File: config.mk
export PLATFORM = sky130hd
export DESIGN_NAME = pwm_pol_stage
export DESIGN_NICKNAME = d
export VERILOG_FILES = /design/src/rtl/pwm_pol_pkg.sv /design/src/rtl/pwm_pol_sched.sv /design/src/rtl/pwm_pin_drive.sv /design/src/rtl/pwm_pol_stage.sv
export SDC_FILE = /design/constraint.sdc
export NUM_CORES = 1
export LEC_CHECK = 0
export BUFFER_PORTS_ARGS = -buffer_cell sky130_fd_sc_hd__buf_4
export CAP_MARGIN = 20
export CORE_MARGIN = 10
export CORE_UTILIZATION = 35
export CTS_CLUSTER_DIAMETER = 60
export DETAILED_ROUTE_END_ITERATION = 12
export HOLD_SLACK_MARGIN = 0.15
export PLACE_DENSITY = 0.66
export SYNTH_ARGS = -nofsm -noshare
export SYNTH_HDL_FRONTEND = slang
export SYNTH_HIERARCHICAL = 1
export SYNTH_SLANG_ARGS = --single-unit
File: constraint.sdc
create_clock -name clk_i -period 1.7 [get_ports clk_i]
set_clock_uncertainty 0.1 [all_clocks]
set_input_delay 0.17 -clock clk_i [delete_from_list [all_inputs] [get_ports clk_i]]
set_output_delay 0.17 -clock clk_i [all_outputs]
set_load 0.05 [all_outputs]
File: src/rtl/pwm_pol_pkg.sv
package pwm_pol_pkg;
  typedef struct packed {
    logic hi;
    logic lo;
  } pin_pair_t;
endpackage

File: src/rtl/pwm_pol_sched.sv
module pwm_pol_sched (
  input  logic clk_i,
  input  logic rst_ni,
  input  logic reload_i,
  input  logic db_done_i,
  input  logic comp_mode_i,
  input  logic pol_req_i,
  output logic pol_o
);
  logic pol_q, wait_q, wait_val_q;

  always_ff @(posedge clk_i or negedge rst_ni) begin
    if (!rst_ni) begin
      pol_q      <= 1'b0;
      wait_q     <= 1'b0;
      wait_val_q <= 1'b0;
    end else if (reload_i) begin
      if (comp_mode_i) begin
        // newest request overwrites any pending one
        wait_q     <= (pol_req_i != pol_q);
        wait_val_q <= pol_req_i;
      end else begin
        pol_q  <= pol_req_i;
        wait_q <= 1'b0;
      end
    end else if (wait_q && db_done_i) begin
      pol_q  <= wait_val_q;
      wait_q <= 1'b0;
    end
  end

  assign pol_o = pol_q;

  assert_hold_R6: assert property (@(posedge clk_i) disable iff (!rst_ni)
    (!reload_i && !db_done_i) |=> $stable(pol_q));
  assert_direct_R6: assert property (@(posedge clk_i) disable iff (!rst_ni)
    (reload_i && !comp_mode_i) |=> (pol_q == $past(pol_req_i)));
  assert_defer_R7: assert property (@(posedge clk_i) disable iff (!rst_ni)
    (reload_i && comp_mode_i) |=> $stable(pol_q));
  assert_replace_R8: assert property (@(posedge clk_i) disable iff (!rst_ni)
    (wait_q && db_done_i && !reload_i) |=> (pol_q == $past(wait_val_q)));
endmodule

File: src/rtl/pwm_pin_drive.sv
module pwm_pin_drive
  import pwm_pol_pkg::*;
(
  input  logic      rst_ni,
  input  logic      en_i,
  input  logic      off_hi_i,
  input  logic      off_lo_i,
  input  logic      pol_i,
  input  pin_pair_t drv_i,
  output pin_pair_t pin_o,
  output pin_pair_t oe_o
);
  pin_pair_t act;

  always_comb begin
    act = pol_i ? '{hi: drv_i.lo, lo: drv_i.hi} : drv_i;
    if (!rst_ni || !en_i) act = '0;
    pin_o.hi = off_hi_i ^ act.hi;
    pin_o.lo = off_lo_i ^ act.lo;
    oe_o     = '{hi: en_i, lo: en_i};
  end

  always_comb begin
    if (rst_ni == 1'b0 && en_i == 1'b1)
      assert_reset_off_R9: assert (pin_o.hi == off_hi_i && pin_o.lo == off_lo_i);
    if (en_i == 1'b0)
      assert_disabled_hiz_R10: assert (oe_o == '0);
    if (rst_ni == 1'b1 && en_i == 1'b1 && drv_i == '0)
      assert_idle_level_R5: assert (pin_o.hi == off_hi_i && pin_o.lo == off_lo_i);
  end
endmodule

File: src/rtl/pwm_pol_stage.sv
module pwm_pol_stage
  import pwm_pol_pkg::*;
#(
  parameter int NUM_PAIRS = 3
) (
  input  logic                 clk_i,
  input  logic                 rst_ni,
  input  logic                 off_hi_i,
  input  logic                 off_lo_i,
  input  logic [NUM_PAIRS-1:0] pair_en_i,
  input  logic [NUM_PAIRS-1:0] pol_req_i,
  input  logic                 comp_mode_i,
  input  logic                 reload_i,
  input  logic                 db_done_i,
  input  logic [NUM_PAIRS-1:0] drv_hi_i,
  input  logic [NUM_PAIRS-1:0] drv_lo_i,
  output logic [NUM_PAIRS-1:0] pin_hi_o,
  output logic [NUM_PAIRS-1:0] pin_lo_o,
  output logic [NUM_PAIRS-1:0] oe_hi_o,
  output logic [NUM_PAIRS-1:0] oe_lo_o
);
  for (genvar i = 0; i < NUM_PAIRS; i++) begin : g_pair
    logic      pol;
    pin_pair_t pin, oe;

    pwm_pol_sched u_sched (
      .clk_i       (clk_i),
      .rst_ni      (rst_ni),
      .reload_i    (reload_i),
      .db_done_i   (db_done_i),
      .comp_mode_i (comp_mode_i),
      .pol_req_i   (pol_req_i[i]),
      .pol_o       (pol)
    );

    pwm_pin_drive u_drive (
      .rst_ni   (rst_ni),
      .en_i     (pair_en_i[i]),
      .off_hi_i (off_hi_i),
      .off_lo_i (off_lo_i),
      .pol_i    (pol),
      .drv_i    ('{hi: drv_hi_i[i], lo: drv_lo_i[i]}),
      .pin_o    (pin),
      .oe_o     (oe)
    );

    assign pin_hi_o[i] = pin.hi;
    assign pin_lo_o[i] = pin.lo;
    assign oe_hi_o[i]  = oe.hi;
    assign oe_lo_o[i]  = oe.lo;
  end
endmodule

==> After elaboration in Yosys (flattened, before gate mapping) <==
Cells that the tools add are included.
{ "word_totals": {"out_inout_bits": 12, "wordCells": 60, "in_bits": 19, "regBits": 9} }
{ "op_classes": {"reduce_logical": 17, "bitwise_logic": 6, "n_eq_ne": 4, "mux": 24} }
{ "ops": {"columns": ["cell", "n"], "rows": [
  ["$mux W1", 18],
  ["$mux W2", 6],
  ["$reduce_and A2 Y1", 4],
  ["$reduce_bool A2 Y1", 3],
  ["$xor A1 B1 Y1", 6],
  ["$logic_not A1 Y1", 4],
  ["$logic_and A1 B1 Y1", 3],
  ["$logic_or A1 B1 Y1", 3],
  ["$ne A1 B1 Y1", 3],
  ["$ne A2 B2 Y1 const B", 1]
]} }

==> Depth between registers and ports, before layout <==
{ "logic_depth": {"depth_word": 4, "depth_mapped": 3, "ltp_nobuf": 3} }

==> Cells and area by module <==
Netlist, hierarchy kept.
{ "by_module_without_submodules": {"columns": ["module", "area_per_inst_um2", "cells_per_inst", "seq_area_each_um2", "n_inst"], "rows": [
  ["pwm_pol_sched", 146.4, 12, 75.1, 3],
  ["pwm_pin_drive", 63.8, 9, 0.0, 3]
]} }

==> Worst setup path after synthesis <==
OpenSTA, ideal clock, no wires.
{ "synth_path": {"path_kind": "register -> output", "from": "register g_pair[0].u_sched.pol_q", "to": "output pin_hi_o[0]", "n_path_buf": 0, "t_required_ps": 1430, "setup_slack_ps": 7, "arrival_time_ps": 1423, "stages_incl_launch_ff": 4, "path_cell_list": "dfrtp_1 > mux2i_1 > nor2_1 > xor2_1"} }
{ "synth_between": {"elab_chain_cells": 3} }
{ "synth_rtl": {"columns": ["item", "line", "source"], "rows": [
  ["start, declared", "pwm_pol_sched.sv:10", "logic pol_q, wait_q, wait_val_q;"],
  ["start signal, assigned", "pwm_pol_sched.sv:23", "pol_q <= pol_req_i;"],
  ["start signal, assigned", "pwm_pol_sched.sv:27", "pol_q <= wait_val_q;"],
  ["$mux W2", "pwm_pin_drive.sv:16", "act = pol_i ? '{hi: drv_i.lo, lo: drv_i.hi} : drv_i;"],
  ["$mux W2", "pwm_pin_drive.sv:17", "if (!rst_ni || !en_i) act = '0;"],
  ["$xor A1 B1 Y1", "pwm_pin_drive.sv:18", "pin_o.hi = off_hi_i ^ act.hi;"],
  ["end, declared", "pwm_pol_stage.sv:17", "output logic [NUM_PAIRS-1:0] pin_hi_o,"]
]} }
Every way passes these cells.

==> Worst setup path in the final report <==
Same ends and word-level chain as after synthesis.

==> results <==
- The flow ran to the end, and the final reports show no timing, DRC or antenna violations.
- The library cells used most frequently in the layout, excluding fill and tap cells, are buf_4 (31), mux2i_1 (9), dfrtp_1 (7).
- After the first detailed-routing iteration, the DRC count stood at 14.
- In this run the clock root is driven by a clkbuf_4.
- Counting every instance in the synthesized netlist gives 63.
- The count of buffers inserted at the top-level ports is 30.
- The clock drives 9 sinks.
- The TritonCTS clock tree is built.
- The final global-route overflow total is 0.
- The source of the critical timing path is g_pair[0].u_sched/pol_o.
- The number of remaining DRC errors is 0.
- The maximum root-to-sink buffer count is 2.
- On the worst path, the slowest cell contributes a delay of 0.44 ns.
- In this run the worst path has a maximum fanout of 5.
- Setup repair after global routing could not meet its margin everywhere.
- The fraction of the yosys area taken by sequential cells is 35.7%.
- The met2 wire length is 981 µm.
- The setup TNS after final layout is 0 ns.
- The first global-routing pass estimated 2650 µm of wire.
- The placement row count is 15.
- Counting the buffers created by CTS gives 3.
- The finished layout holds 123 standard cells, fillers aside.
- The initial antenna violation count was 0.
- The detailed placer's ending HPWL is 1350 µm.
- The starting density of the core is 36.5%.
- The signal on the critical path passes through mux2i_1 -> nor2_1 -> xor2_1 -> buf_4.
- The synthesized netlist contains 13 unique library cells.
- The startpoint of the tightest hold check path is comp_mode_i.
- In the final layout, the share of cells above drive strength 1 is 39.8%.
- The routed design could run at a clock period as short as 1.63 ns.
- After detailed routing, the average wire length per cell comes to 13.7 µm.
- The vias after detailed routing is 563.
- Across every metal layer, demand over resource in global routing totals 8.53%.
- The worst relative slew slack is 72.3%.
- Power comes to 0.744 mW.
- The x dimension of the die is 62.4 µm.
- The placed instance count is 112.
- For this run, the number of Yosys warnings is 6.
- The number of global-route vias before repair came to 558.
- The synthesized design devotes to its leading area cell type 35.7% of total area.
- The clock slew seen by the registers of the worst setup and hold paths is 0.06 ns.
- The average cell area after synthesis is 10.0 µm².
- In this run the standard cell core region covers 1730 µm².
- The layout has 169 filler cells.
- The endpoint class of the critical path is a primary output.
- Once detail routing completed, the nets flagged for antenna violations numbered 0.
- The number of nets in the synthesized netlist is 82.
- The synthesis-to-finish area growth is 48.8%.
- The standard cell with the maximum stage delay on the critical path is dfrtp_1.
- The tightest min-delay check is of the in -> reg type.
- The die height is 62.4 µm.
- Timing would allow up to 614 MHz.
- The count of final max-slew check failures came to 0.
- The final-report setup violation count is 0.
- The length of routed wiring on met1 is 644 µm.
- Routability-driven placement finished with a final weighted congestion of 0.627.
- The multi-input combinational cells in the finished layout cover a total of 349 µm².
- The number of hold violations in the final report is 0.
- Summed over all layers, the routed wires come to 1690 µm.
- Across the run, the number of max-cap violations was 0.
- After synthesis, the cell types taking the most area are dfrtp_1 (36%), mux2i_1 (14%), xor2_1 (8.3%).
- In the final design database the tool counted 118 nets.
- In the final layout, flip-flops and latches occupy 228 µm².
- The total number of H-tree levels is 1.
- The period utilization is 95.9%.
- The iteration count of the initial detailed-routing pass is 3.
- Leaving out fill and tap cells, the most frequent cell in the layout is buf_4.
- At the worst endpoint, the required time is 1.43 ns.
- The total length of routed met3 wires is 59 µm.
- The clock insertion delay at the later pin of the skew report is 0.26 ns.
- For the pin with the worst max-slew slack, the measured transition is 0.414 ns.
- The ratio of routed vias to standard cells is 4.58.
- The cell area after placement is 842 µm².
- The floorplan die area is 3900 µm².
- The startpoint class of the critical path is a register.
- The uppermost layer routed is met3.
- Across the VDD grid, the largest voltage drop is 0.492 mV.
- By startpoint and endpoint, the worst setup path is classified as reg -> out.
- Entering global routing, the biggest net connects 13 pins.
- The power per standard cell area is 793 nW/µm².
- Pin placement for this block handled 31 I/O pins.
- Data arrives at the worst endpoint at 1.36 ns.
- The library cell occupying the most area in the post-synthesis netlist is dfrtp_1.
- The source of the worst register-to-register timing path is g_pair[1].u_sched/pol_o.
- The total inserted antenna cells is 0.
- After synthesis the netlist holds a flip-flop and latch count of 9.
- After routing the design area is 938 µm².
- The leakage component of the power is 0.467 nW.
- The mapped netlist covers 631 µm².
state kept, by name, summed over array words and instances (netlist names):
register                   count
g_pair.u_sched/pol_o           3
g_pair.u_sched/wait_q          3
g_pair.u_sched/wait_val_q      3
per-stage QoR:
stage	util [%]	hold slack, ns	setup WS (ns)
finish	54.3	0.177	0.0701
global route	54.3	0.186	-0.0154
CTS	53.8	0.164	0.0472
detailed placement	48.8	-0.0864	0.350
global placement	48.8	-0.0852	0.378
floorplan	-	-0.226	0.00747
report_power, final:
group / switching, mW / leakage, nW / internal, mW / total [mW]
combinational: 0.163 / 0.345 / 0.140 / 0.303
clock: 0.0743 / 0.0150 / 0.0904 / 0.165
sequential: 0.0305 / 0.107 / 0.245 / 0.276
layer usage:
layer	vias to the layer above	global-route usage, %
met1	266	7.60
met4	0	3.35
li1	288	-
met2	9	16.0
met5	-	0
met3	0	4.12
final cells by class:
cell class,count,area share [%]
Sequential cell,9,24.3
Tap cell,25,3.33
Multi-Input combinational cell,45,37.2
Timing Repair Buffer,37,31.2
Inverter,3,1.20
Clock buffer,4,2.80
Yosys cell counts:
cell / number
a21boi_0: 3
a21oi_1: 3
a311oi_1: 3
buf_4: 6
dfrtp_1: 9
inv_1: 3
mux2_4: 3
mux2i_1: 9
nand2_1: 6
nor2_1: 6
o32ai_1: 3
xnor2_1: 3
xor2_1: 6
repair_timing:
| item | 4_1_cts | 5_1_grt |
|---|---|---|
| endpoints found under the setup margin | 0 | 3 |
| setup buffers | 0 | 1 |
| resized for setup | 0 | 2 |
| hold endpoints to repair | 18 | 0 |
| hold buffers | 6 | 0 |
worst paths after layout:
kind,end,cells after the start,slack [ns]
min reg2reg,g_pair[1].u_sched/wait_val_q,1,0.41
max in group asynchronous,g_pair[2].u_sched/pol_o,2,0.88
max,pin_hi_o[0],4,0.07
min,g_pair[0].u_sched/wait_q,3,0.18
max reg2reg,g_pair[1].u_sched/pol_o,4,0.47
min in group asynchronous,g_pair[1].u_sched/wait_val_q,2,0.30
critical path: cells and delay by family (launching register included):
| family | cells | cell delay [ns] |
|---|---|---|
| xor+xnor | 1 | 0.16 |
| simple gates | 1 | 0.13 |
| mux | 1 | 0.14 |
| flops | 1 | 0.44 |
| buf+inv | 1 | 0.22 |
logic make-up after synthesis:
| family | synth area share [%] |
|---|---|
| AND/OR/NAND/NOR | 7.14 |
| AO/OA/AOI/OAI | 14.3 |
| flip-flops | 35.7 |
| XOR/XNOR | 12.5 |
| multiplexers | 21.4 |
| buffers and inverters | 8.93 |
Note: power is estimated with default switching activity, not from simulation.
